## src/rtl/xlate_pkg.sv

```systemverilog
package xlate_pkg;
  localparam int VA_BITS  = 12;
  localparam int PA_BITS  = 11;
  localparam int OFF_BITS = 8;
  localparam int TLB_SLOTS = 4;

  typedef enum logic [1:0] {
    KIND_NONE  = 2'd0,
    KIND_HIT   = 2'd1,
    KIND_MISS  = 2'd2,
    KIND_FAULT = 2'd3
  } kind_e;

  typedef enum logic [1:0] {
    SEL_TLB  = 2'd0,
    SEL_PT   = 2'd1,
    SEL_REC  = 2'd2,
    SEL_NONE = 2'd3
  } cfg_sel_e;
endpackage

```

## src/rtl/xlate_tlb.sv

```systemverilog
module xlate_tlb #(
  parameter int IDX_W = 2,
  parameter int TAG_W = 2,
  parameter int PPN_W = 3,
  localparam int N = 1 << IDX_W
) (
  input  logic             clk,
  input  logic             rst_n,
  input  logic [IDX_W-1:0] lk_idx,
  input  logic [TAG_W-1:0] lk_tag,
  output logic             lk_hit,
  output logic [PPN_W-1:0] lk_ppn,
  input  logic             wr_en,
  input  logic [IDX_W-1:0] wr_idx,
  input  logic             wr_valid,
  input  logic [TAG_W-1:0] wr_tag,
  input  logic [PPN_W-1:0] wr_ppn,
  input  logic             inv_en,
  input  logic [PPN_W-1:0] inv_ppn
);
  logic             ent_v [N];
  logic [TAG_W-1:0] ent_t [N];
  logic [PPN_W-1:0] ent_p [N];

  for (genvar i = 0; i < N; i++) begin : g_slot
    logic             v_q, v_d;
    logic [TAG_W-1:0] t_q, t_d;
    logic [PPN_W-1:0] p_q, p_d;
    logic             wr_me, kill_me, en;

    assign wr_me   = wr_en && (wr_idx == IDX_W'(i));
    assign kill_me = inv_en && v_q && (p_q == inv_ppn);
    assign en      = wr_me || kill_me;

    // a write to this slot wins over an invalidation in the same cycle
    always_comb begin
      v_d = v_q;
      t_d = t_q;
      p_d = p_q;
      if (kill_me) v_d = 1'b0;
      if (wr_me) begin
        v_d = wr_valid;
        t_d = wr_tag;
        p_d = wr_ppn;
      end
    end

    always_ff @(posedge clk or negedge rst_n) begin
      if (!rst_n) begin
        v_q <= 1'b0;
        t_q <= '0;
        p_q <= '0;
      end else if (en) begin
        v_q <= v_d;
        t_q <= t_d;
        p_q <= p_d;
      end
    end

    assign ent_v[i] = v_q;
    assign ent_t[i] = t_q;
    assign ent_p[i] = p_q;
  end

  assign lk_hit = ent_v[lk_idx] && (ent_t[lk_idx] == lk_tag);
  assign lk_ppn = ent_p[lk_idx];
endmodule

```

## src/rtl/xlate_ptab.sv

```systemverilog
module xlate_ptab #(
  parameter int VPN_W = 4,
  parameter int PPN_W = 3,
  localparam int N = 1 << VPN_W
) (
  input  logic             clk,
  input  logic             rst_n,
  input  logic [VPN_W-1:0] lk_vpn,
  output logic             lk_valid,
  output logic [PPN_W-1:0] lk_ppn,
  input  logic             wr_en,
  input  logic [VPN_W-1:0] wr_vpn,
  input  logic             wr_valid,
  input  logic [PPN_W-1:0] wr_ppn,
  input  logic             inv_en,
  input  logic [PPN_W-1:0] inv_ppn
);
  logic             ent_v [N];
  logic [PPN_W-1:0] ent_p [N];

  for (genvar i = 0; i < N; i++) begin : g_pte
    logic             v_q, v_d;
    logic [PPN_W-1:0] p_q, p_d;
    logic             wr_me, kill_me, en;

    assign wr_me   = wr_en && (wr_vpn == VPN_W'(i));
    assign kill_me = inv_en && v_q && (p_q == inv_ppn);
    assign en      = wr_me || kill_me;

    always_comb begin
      v_d = v_q;
      p_d = p_q;
      if (kill_me) v_d = 1'b0;
      if (wr_me) begin
        v_d = wr_valid;
        p_d = wr_ppn;
      end
    end

    always_ff @(posedge clk or negedge rst_n) begin
      if (!rst_n) begin
        v_q <= 1'b0;
        p_q <= '0;
      end else if (en) begin
        v_q <= v_d;
        p_q <= p_d;
      end
    end

    assign ent_v[i] = v_q;
    assign ent_p[i] = p_q;
  end

  assign lk_valid = ent_v[lk_vpn];
  assign lk_ppn   = ent_p[lk_vpn];
endmodule

```

## src/rtl/xlate_recency.sv

```systemverilog
module xlate_recency #(
  parameter int PPN_W = 3,
  localparam int N = 1 << PPN_W
) (
  input  logic             clk,
  input  logic             rst_n,
  input  logic             touch_en,
  input  logic [PPN_W-1:0] touch_frm,
  input  logic             cfg_en,
  input  logic [PPN_W-1:0] cfg_pos,
  input  logic [PPN_W-1:0] cfg_frm,
  output logic [PPN_W-1:0] victim
);
  // position 0 is most recent, position N-1 least recent
  logic [PPN_W-1:0] ord_q [N];
  logic [PPN_W-1:0] ord_d [N];
  logic [N-1:0]     match;
  logic [N-1:0]     at_or_below;
  logic             en;

  for (genvar i = 0; i < N; i++) begin : g_match
    assign match[i] = (ord_q[i] == touch_frm);
  end

  // at_or_below[i]: the touched frame sits at position i or further back
  always_comb begin
    logic acc;
    acc = 1'b0;
    for (int i = N - 1; i >= 0; i--) begin
      acc            = acc | match[i];
      at_or_below[i] = acc;
    end
  end

  always_comb begin
    for (int i = 0; i < N; i++) ord_d[i] = ord_q[i];
    if (cfg_en) begin
      ord_d[cfg_pos] = cfg_frm;
    end else if (touch_en) begin
      ord_d[0] = touch_frm;
      for (int i = 1; i < N; i++) begin
        if (at_or_below[i]) ord_d[i] = ord_q[i-1];
      end
    end
  end

  assign en = cfg_en || touch_en;

  always_ff @(posedge clk or negedge rst_n) begin
    if (!rst_n) begin
      for (int i = 0; i < N; i++) ord_q[i] <= PPN_W'(i);
    end else if (en) begin
      for (int i = 0; i < N; i++) ord_q[i] <= ord_d[i];
    end
  end

  assign victim = ord_q[N-1];
endmodule

```

## src/rtl/xlate_unit.sv

```systemverilog
module xlate_unit
  import xlate_pkg::*;
#(
  parameter int VA_W  = VA_BITS,
  parameter int PA_W  = PA_BITS,
  parameter int OFF_W = OFF_BITS,
  parameter int TLB_N = TLB_SLOTS,
  localparam int VPN_W = VA_W - OFF_W,
  localparam int PPN_W = PA_W - OFF_W,
  localparam int IDX_W = $clog2(TLB_N),
  localparam int TAG_W = VPN_W - IDX_W,
  localparam int CFG_W = 1 + TAG_W + PPN_W
) (
  input  logic             clk,
  input  logic             rst_n,
  input  logic             cfg_we,
  input  logic [1:0]       cfg_sel,
  input  logic [VPN_W-1:0] cfg_idx,
  input  logic [CFG_W-1:0] cfg_data,
  input  logic             req_valid,
  input  logic [VA_W-1:0]  req_vaddr,
  output logic             rsp_valid,
  output logic [PA_W-1:0]  rsp_paddr,
  output logic [1:0]       rsp_kind
);
  logic [VPN_W-1:0] vpn;
  logic [OFF_W-1:0] off;
  logic             go;

  logic             tlb_hit;
  logic [PPN_W-1:0] tlb_ppn;
  logic             pt_valid;
  logic [PPN_W-1:0] pt_ppn;
  logic [PPN_W-1:0] victim;

  kind_e            kind_c;
  logic [PPN_W-1:0] ppn_c;
  logic             is_fault;

  logic             cfg_tlb, cfg_pt, cfg_rec;
  logic             tlb_wr, pt_wr;
  logic [IDX_W-1:0] tlb_wr_idx;
  logic [VPN_W-1:0] pt_wr_vpn;
  logic             wr_valid;
  logic [TAG_W-1:0] tlb_wr_tag;
  logic [PPN_W-1:0] wr_ppn;

  logic             rsp_valid_q, rsp_valid_d;
  logic [PA_W-1:0]  rsp_paddr_q, rsp_paddr_d;
  kind_e            rsp_kind_q, rsp_kind_d;

  assign vpn = req_vaddr[VA_W-1:OFF_W];
  assign off = req_vaddr[OFF_W-1:0];
  assign go  = req_valid && !cfg_we;

  assign cfg_tlb = cfg_we && (cfg_sel == SEL_TLB);
  assign cfg_pt  = cfg_we && (cfg_sel == SEL_PT);
  assign cfg_rec = cfg_we && (cfg_sel == SEL_REC);

  // classification: cache, then page table, then fault
  always_comb begin
    kind_c = KIND_NONE;
    ppn_c  = tlb_ppn;
    if (go) begin
      if (tlb_hit) begin
        kind_c = KIND_HIT;
        ppn_c  = tlb_ppn;
      end else if (pt_valid) begin
        kind_c = KIND_MISS;
        ppn_c  = pt_ppn;
      end else begin
        kind_c = KIND_FAULT;
        ppn_c  = victim;
      end
    end
  end

  assign is_fault = (kind_c == KIND_FAULT);

  // write ports: configuration, else refill or install
  always_comb begin
    tlb_wr     = 1'b0;
    pt_wr      = 1'b0;
    tlb_wr_idx = vpn[IDX_W-1:0];
    pt_wr_vpn  = vpn;
    wr_valid   = 1'b1;
    tlb_wr_tag = vpn[VPN_W-1:IDX_W];
    wr_ppn     = ppn_c;
    if (cfg_we) begin
      tlb_wr     = cfg_tlb;
      pt_wr      = cfg_pt;
      tlb_wr_idx = cfg_idx[IDX_W-1:0];
      pt_wr_vpn  = cfg_idx;
      wr_valid   = cfg_data[CFG_W-1];
      tlb_wr_tag = cfg_data[PPN_W +: TAG_W];
      wr_ppn     = cfg_data[PPN_W-1:0];
    end else if (go) begin
      tlb_wr = !tlb_hit;
      pt_wr  = is_fault;
    end
  end

  xlate_tlb #(.IDX_W(IDX_W), .TAG_W(TAG_W), .PPN_W(PPN_W)) u_tlb (
    .clk      (clk),
    .rst_n    (rst_n),
    .lk_idx   (vpn[IDX_W-1:0]),
    .lk_tag   (vpn[VPN_W-1:IDX_W]),
    .lk_hit   (tlb_hit),
    .lk_ppn   (tlb_ppn),
    .wr_en    (tlb_wr),
    .wr_idx   (tlb_wr_idx),
    .wr_valid (wr_valid),
    .wr_tag   (tlb_wr_tag),
    .wr_ppn   (wr_ppn),
    .inv_en   (is_fault),
    .inv_ppn  (victim)
  );

  xlate_ptab #(.VPN_W(VPN_W), .PPN_W(PPN_W)) u_ptab (
    .clk      (clk),
    .rst_n    (rst_n),
    .lk_vpn   (vpn),
    .lk_valid (pt_valid),
    .lk_ppn   (pt_ppn),
    .wr_en    (pt_wr),
    .wr_vpn   (pt_wr_vpn),
    .wr_valid (wr_valid),
    .wr_ppn   (wr_ppn),
    .inv_en   (is_fault),
    .inv_ppn  (victim)
  );

  xlate_recency #(.PPN_W(PPN_W)) u_rec (
    .clk       (clk),
    .rst_n     (rst_n),
    .touch_en  (go),
    .touch_frm (ppn_c),
    .cfg_en    (cfg_rec),
    .cfg_pos   (cfg_idx[PPN_W-1:0]),
    .cfg_frm   (cfg_data[PPN_W-1:0]),
    .victim    (victim)
  );

  always_comb begin
    rsp_valid_d = go;
    rsp_kind_d  = kind_c;
    rsp_paddr_d = {ppn_c, off};
  end

  always_ff @(posedge clk or negedge rst_n) begin
    if (!rst_n) begin
      rsp_valid_q <= 1'b0;
      rsp_kind_q  <= KIND_NONE;
      rsp_paddr_q <= '0;
    end else begin
      rsp_valid_q <= rsp_valid_d;
      rsp_kind_q  <= rsp_kind_d;
      rsp_paddr_q <= rsp_paddr_d;
    end
  end

  assign rsp_valid = rsp_valid_q;
  assign rsp_kind  = rsp_kind_q;
  assign rsp_paddr = rsp_paddr_q;
endmodule

```

## config.mk

```make
export PLATFORM = sky130hd
export DESIGN_NAME = xlate_unit
export DESIGN_NICKNAME = d
export VERILOG_FILES = /design/src/rtl/xlate_pkg.sv /design/src/rtl/xlate_tlb.sv /design/src/rtl/xlate_ptab.sv /design/src/rtl/xlate_recency.sv /design/src/rtl/xlate_unit.sv
export SDC_FILE = /design/constraint.sdc
export NUM_CORES = 1
export LEC_CHECK = 0
export BUFFER_PORTS_ARGS = -buffer_cell sky130_fd_sc_hd__clkbuf_2
export CORE_ASPECT_RATIO = 0.9
export CORE_UTILIZATION = 30
export CTS_BUF_LIST = sky130_fd_sc_hd__clkbuf_4 sky130_fd_sc_hd__clkbuf_8
export CTS_CLUSTER_SIZE = 16
export DETAILED_ROUTE_END_ITERATION = 7
export PLACE_DENSITY = 0.54
export SKIP_CTS_REPAIR_TIMING = 1
export SYNTH_ARGS = -nofsm -noshare
export SYNTH_HDL_FRONTEND = slang
export SYNTH_SLANG_ARGS = --single-unit
```

## constraint.sdc

```tcl
create_clock -name clk -period 5.8 [get_ports clk]
set_input_delay 0 -clock clk [delete_from_list [all_inputs] [get_ports clk]]
set_output_delay 0 -clock clk [all_outputs]
set_load 0.01 [all_outputs]
```

==> impl_metrics.tcl <==
set metrics [dict create \
    status "finished, final reports clean" \
    ir_drop_mv 0.281 \
    num_rows 53 \
    via_per_inst 5.13 \
    power_frac_comb 0.408 \
    antennaDiodeCount 0 \
    fmax_ghz 0.261 \
    drc 0 \
    leakage_nw 3.32 \
    drt-total-wl_mm 18.8 \
    critPathBufInv 0 \
    dp.cells 992 \
    grt_pass1_vias 5203 \
    crit_path_start_kind "register" \
    start_util 0.306 \
    io_pins 42 \
    hold_viol_final 0 \
    grt_pass1_wl_mm 30.3 \
    drt-initial-drc-count 342 \
    max_stage_delay_ns 0.55 \
    p_per_area_nw_per_um2 522 \
    grt_usage 0.164 \
    synthFlopType "dfrtp_1" \
    antenna_found_initial 0 \
    p_seq_frac 0.415 \
    ys_ff_latch 126 \
    synthCells 684 \
    clockBufferDepth 2 \
    ys_types 58 \
    rsz0062_at_grt "no" \
    cp-end-kind "register" \
    cts_tree "done" \
    ys_warn_count 0 \
    intPower_mw 2.55 \
    cts.sinks 126 \
    cap_violations 0 \
    skew_ns 0.0137 \
    grt_remaining_overflow 0 \
    postSynthAreaPerCell_um2 10.5 \
    synth_nets 712 \
    period_share 0.662 \
    fin_cells 1039 \
    cp.arrival_ns 4.18 \
    hold_path_class "input pin to register" \
    critPathTopFamily "simple AND/OR/NAND/NOR gates" \
    vias 5332 \
    clockRootBuffer "clkbuf_8" \
    syn_area_um2 7150 \
    die_area_um2 24500 \
    grt_start_max_net_pins 77 \
    wl_per_cell_um 18.1 \
    clock_latency_ns 0.46 \
    power.switching_mw 1.70 \
    syn_to_final_growth_pct 13.8 \
    dieWidth_um 165 \
    cts_buffers 17 \
    cp.required_ns 6.14 \
    path_clk_slew_ns 0.08 \
    htreeDepth 4 \
    hpwl_mm 13.1 \
    nets 752 \
    swShare 0.399 \
    critPathSlowestCell "nor4b_4" \
    core-area_um2 23400 \
    worst_pin_slew_ns 0.892 \
    path_class "register to register" \
    seq_area_frac_synth 0.443 \
    finalSetupViolations 0 \
    fin_crit_ns 3.84 \
    portBuffers 41 \
    drt_first_pass_iters 7 \
    drv_slew 0 \
    async_flop_share 1.00 \
    slew_headroom 0.399 \
    synth_edf_count 0 \
    cp_max_fo 9 \
    drive_gt1_frac 0.221 \
    crit_path_cell_trace "mux4_2, a22o_1, or2_1, mux2i_4, nor3b_1, a2bb2oi_1, a311o_1, nor4b_4, a22oi_2, mux2_4" \
    finalSetupTns_ns 0 \
    gp_congestion 0.872 \
    p_clk_frac 0.177 \
    die_h_um 149 \
    antenna_left 0 \
]
-- logic make-up after synthesis --
kind of cell | Yosys count | share of synthesized area
AOI/OAI and AO/OA | 145 | 0.133
xor gates and xnor gates | 91 | 0.111
buffers and inverters | 49 | 0.0290
DFF | 126 | 0.443
muxes | 91 | 0.160
and+or+nand+nor | 182 | 0.123
-- flip-flops by register name (all words and copies together) (netlist names) --
register          flops
u_ptab.g_pte.v_q     16
u_tlb.g_slot.t_q      8
rsp_valid             1
rsp_kind              2
u_rec.victim          3
u_ptab.g_pte.p_q     48
u_tlb.g_slot.p_q     12
u_rec.ord_q          21
rsp_paddr            11
u_tlb.g_slot.v_q      4
-- metrics by stage --
step	area (µm²)	util	hold slack (ns)	power [mW]	setup slack, ns
floorplan	7150	-	-0.296	3.06	2.45
global placement	7610	0.325	0.0894	3.48	1.71
detailed placement	7610	0.325	0.0805	3.50	1.65
CTS	7990	0.341	-0.424	4.28	1.97
global route	8140	0.348	0.0678	4.57	1.74
finish	8140	0.348	0.0387	4.25	1.96
-- final cells by class --
cell class | instances | area, µm²
Tap cell | 302 | 378
Sequential cell | 126 | 3170
Clock buffer | 18 | 248
Fill cell | 2367 | 15300
Multi-Input combinational cell | 509 | 3780
Inverter | 9 | 33.8
Timing Repair Buffer | 61 | 399
Clock inverter | 14 | 134
-- final timing paths --
| check | startpoint | to | slack, ns | cells past startpoint |
|---|---|---|---|---|
| worst max-delay path | u_ptab.g_pte[9].v_q | u_rec.ord_q[15] | 1.96 | 10 |
| worst min-delay path | cfg_idx[1] | u_rec.victim[0] | 0.04 | 5 |
| worst max register to register | u_ptab.g_pte[9].v_q | u_rec.ord_q[15] | 1.96 | 10 |
| worst min register to register | u_tlb.g_slot[0].t_q[0] | u_tlb.g_slot[0].t_q[0] | 0.49 | 2 |
| max in group asynchronous | rst_n | u_tlb.g_slot[2].v_q | 4.53 | 3 |
| min in group asynchronous | rst_n | u_tlb.g_slot[1].p_q[0] | 0.15 | 2 |
-- placed cells by master, fill, tap and decap left out, types with 3 or more instances in the layout --
cell type,n
nand2_1,79
inv_1,9
o32a_1,3
clkbuf_8,18
nor2b_1,7
mux2_2,50
a22o_1,9
nor3_1,10
dlygate4sd3_1,15
a2bb2oi_1,4
a22oi_1,16
xor2_1,14
a21oi_1,9
mux4_2,12
nand2b_1,4
o21a_1,4
inv_6,4
a21boi_0,4
a221oi_1,3
nand3_1,29
nand3b_1,3
dfrtp_1,114
buf_4,5
dfstp_2,12
clkbuf_2,40
clkinvlp_4,4
nor2_1,16
o21ai_0,68
o31ai_1,4
xnor2_1,77
mux2i_1,26
nand4_1,20
-- Yosys cell counts (all sizes together), types with 4 or more instances --
library cell	instances	area, µm²
buf	7	50.0
o21ai	69	345
clkbuf	33	124
nand4	20	125
a22oi	17	133
nor2	17	63.8
nor3	10	50.1
nor2b	7	43.8
a2bb2oi	4	35.0
dfstp	12	315
xnor2	77	674
xor2	14	123
a21oi	9	45.0
a22o	9	78.8
nand2	79	297
inv	9	33.8
mux2	52	593
a21boi	4	30.0
mux4	12	270
nand3	29	145
dfrtp	114	2850
o21a	4	30.0
o31ai	4	30.0
nand2b	4	25.0
mux2i	27	283
-- power by group through the flow --
stage                     sequential (mW)  clock, mW  combinational (mW)
after floorplan                      1.53          0                1.53
after global placement               1.79          0                1.69
after detailed placement             1.78          0                1.72
after CTS                            1.76      0.779                1.73
after global routing                 1.82      0.820                1.92
final                                1.77      0.752                1.73
-- per-layer routing --
| layer | global-route usage | wire length, µm | part of all wire |
|---|---|---|---|
| met4 | 0.0495 | 267 | 0.014 |
| met1 | 0.229 | 9060 | 0.48 |
| met5 | 0 | 0 | 0 |
| met3 | 0.0323 | 744 | 0.039 |
| met2 | 0.254 | 8770 | 0.47 |
-- worst reg2reg max path: stages, from the launching register on --
cell,delay (ns)
dfrtp_1,0.42
mux4_2,0.47
a22o_1,0.27
or2_1,0.38
mux2i_4,0.32
nor3b_1,0.22
a2bb2oi_1,0.19
a311o_1,0.39
nor4b_4,0.55
a22oi_2,0.20
mux2_4,0.33
No activity file was read; power rests on OpenSTA's default activity.
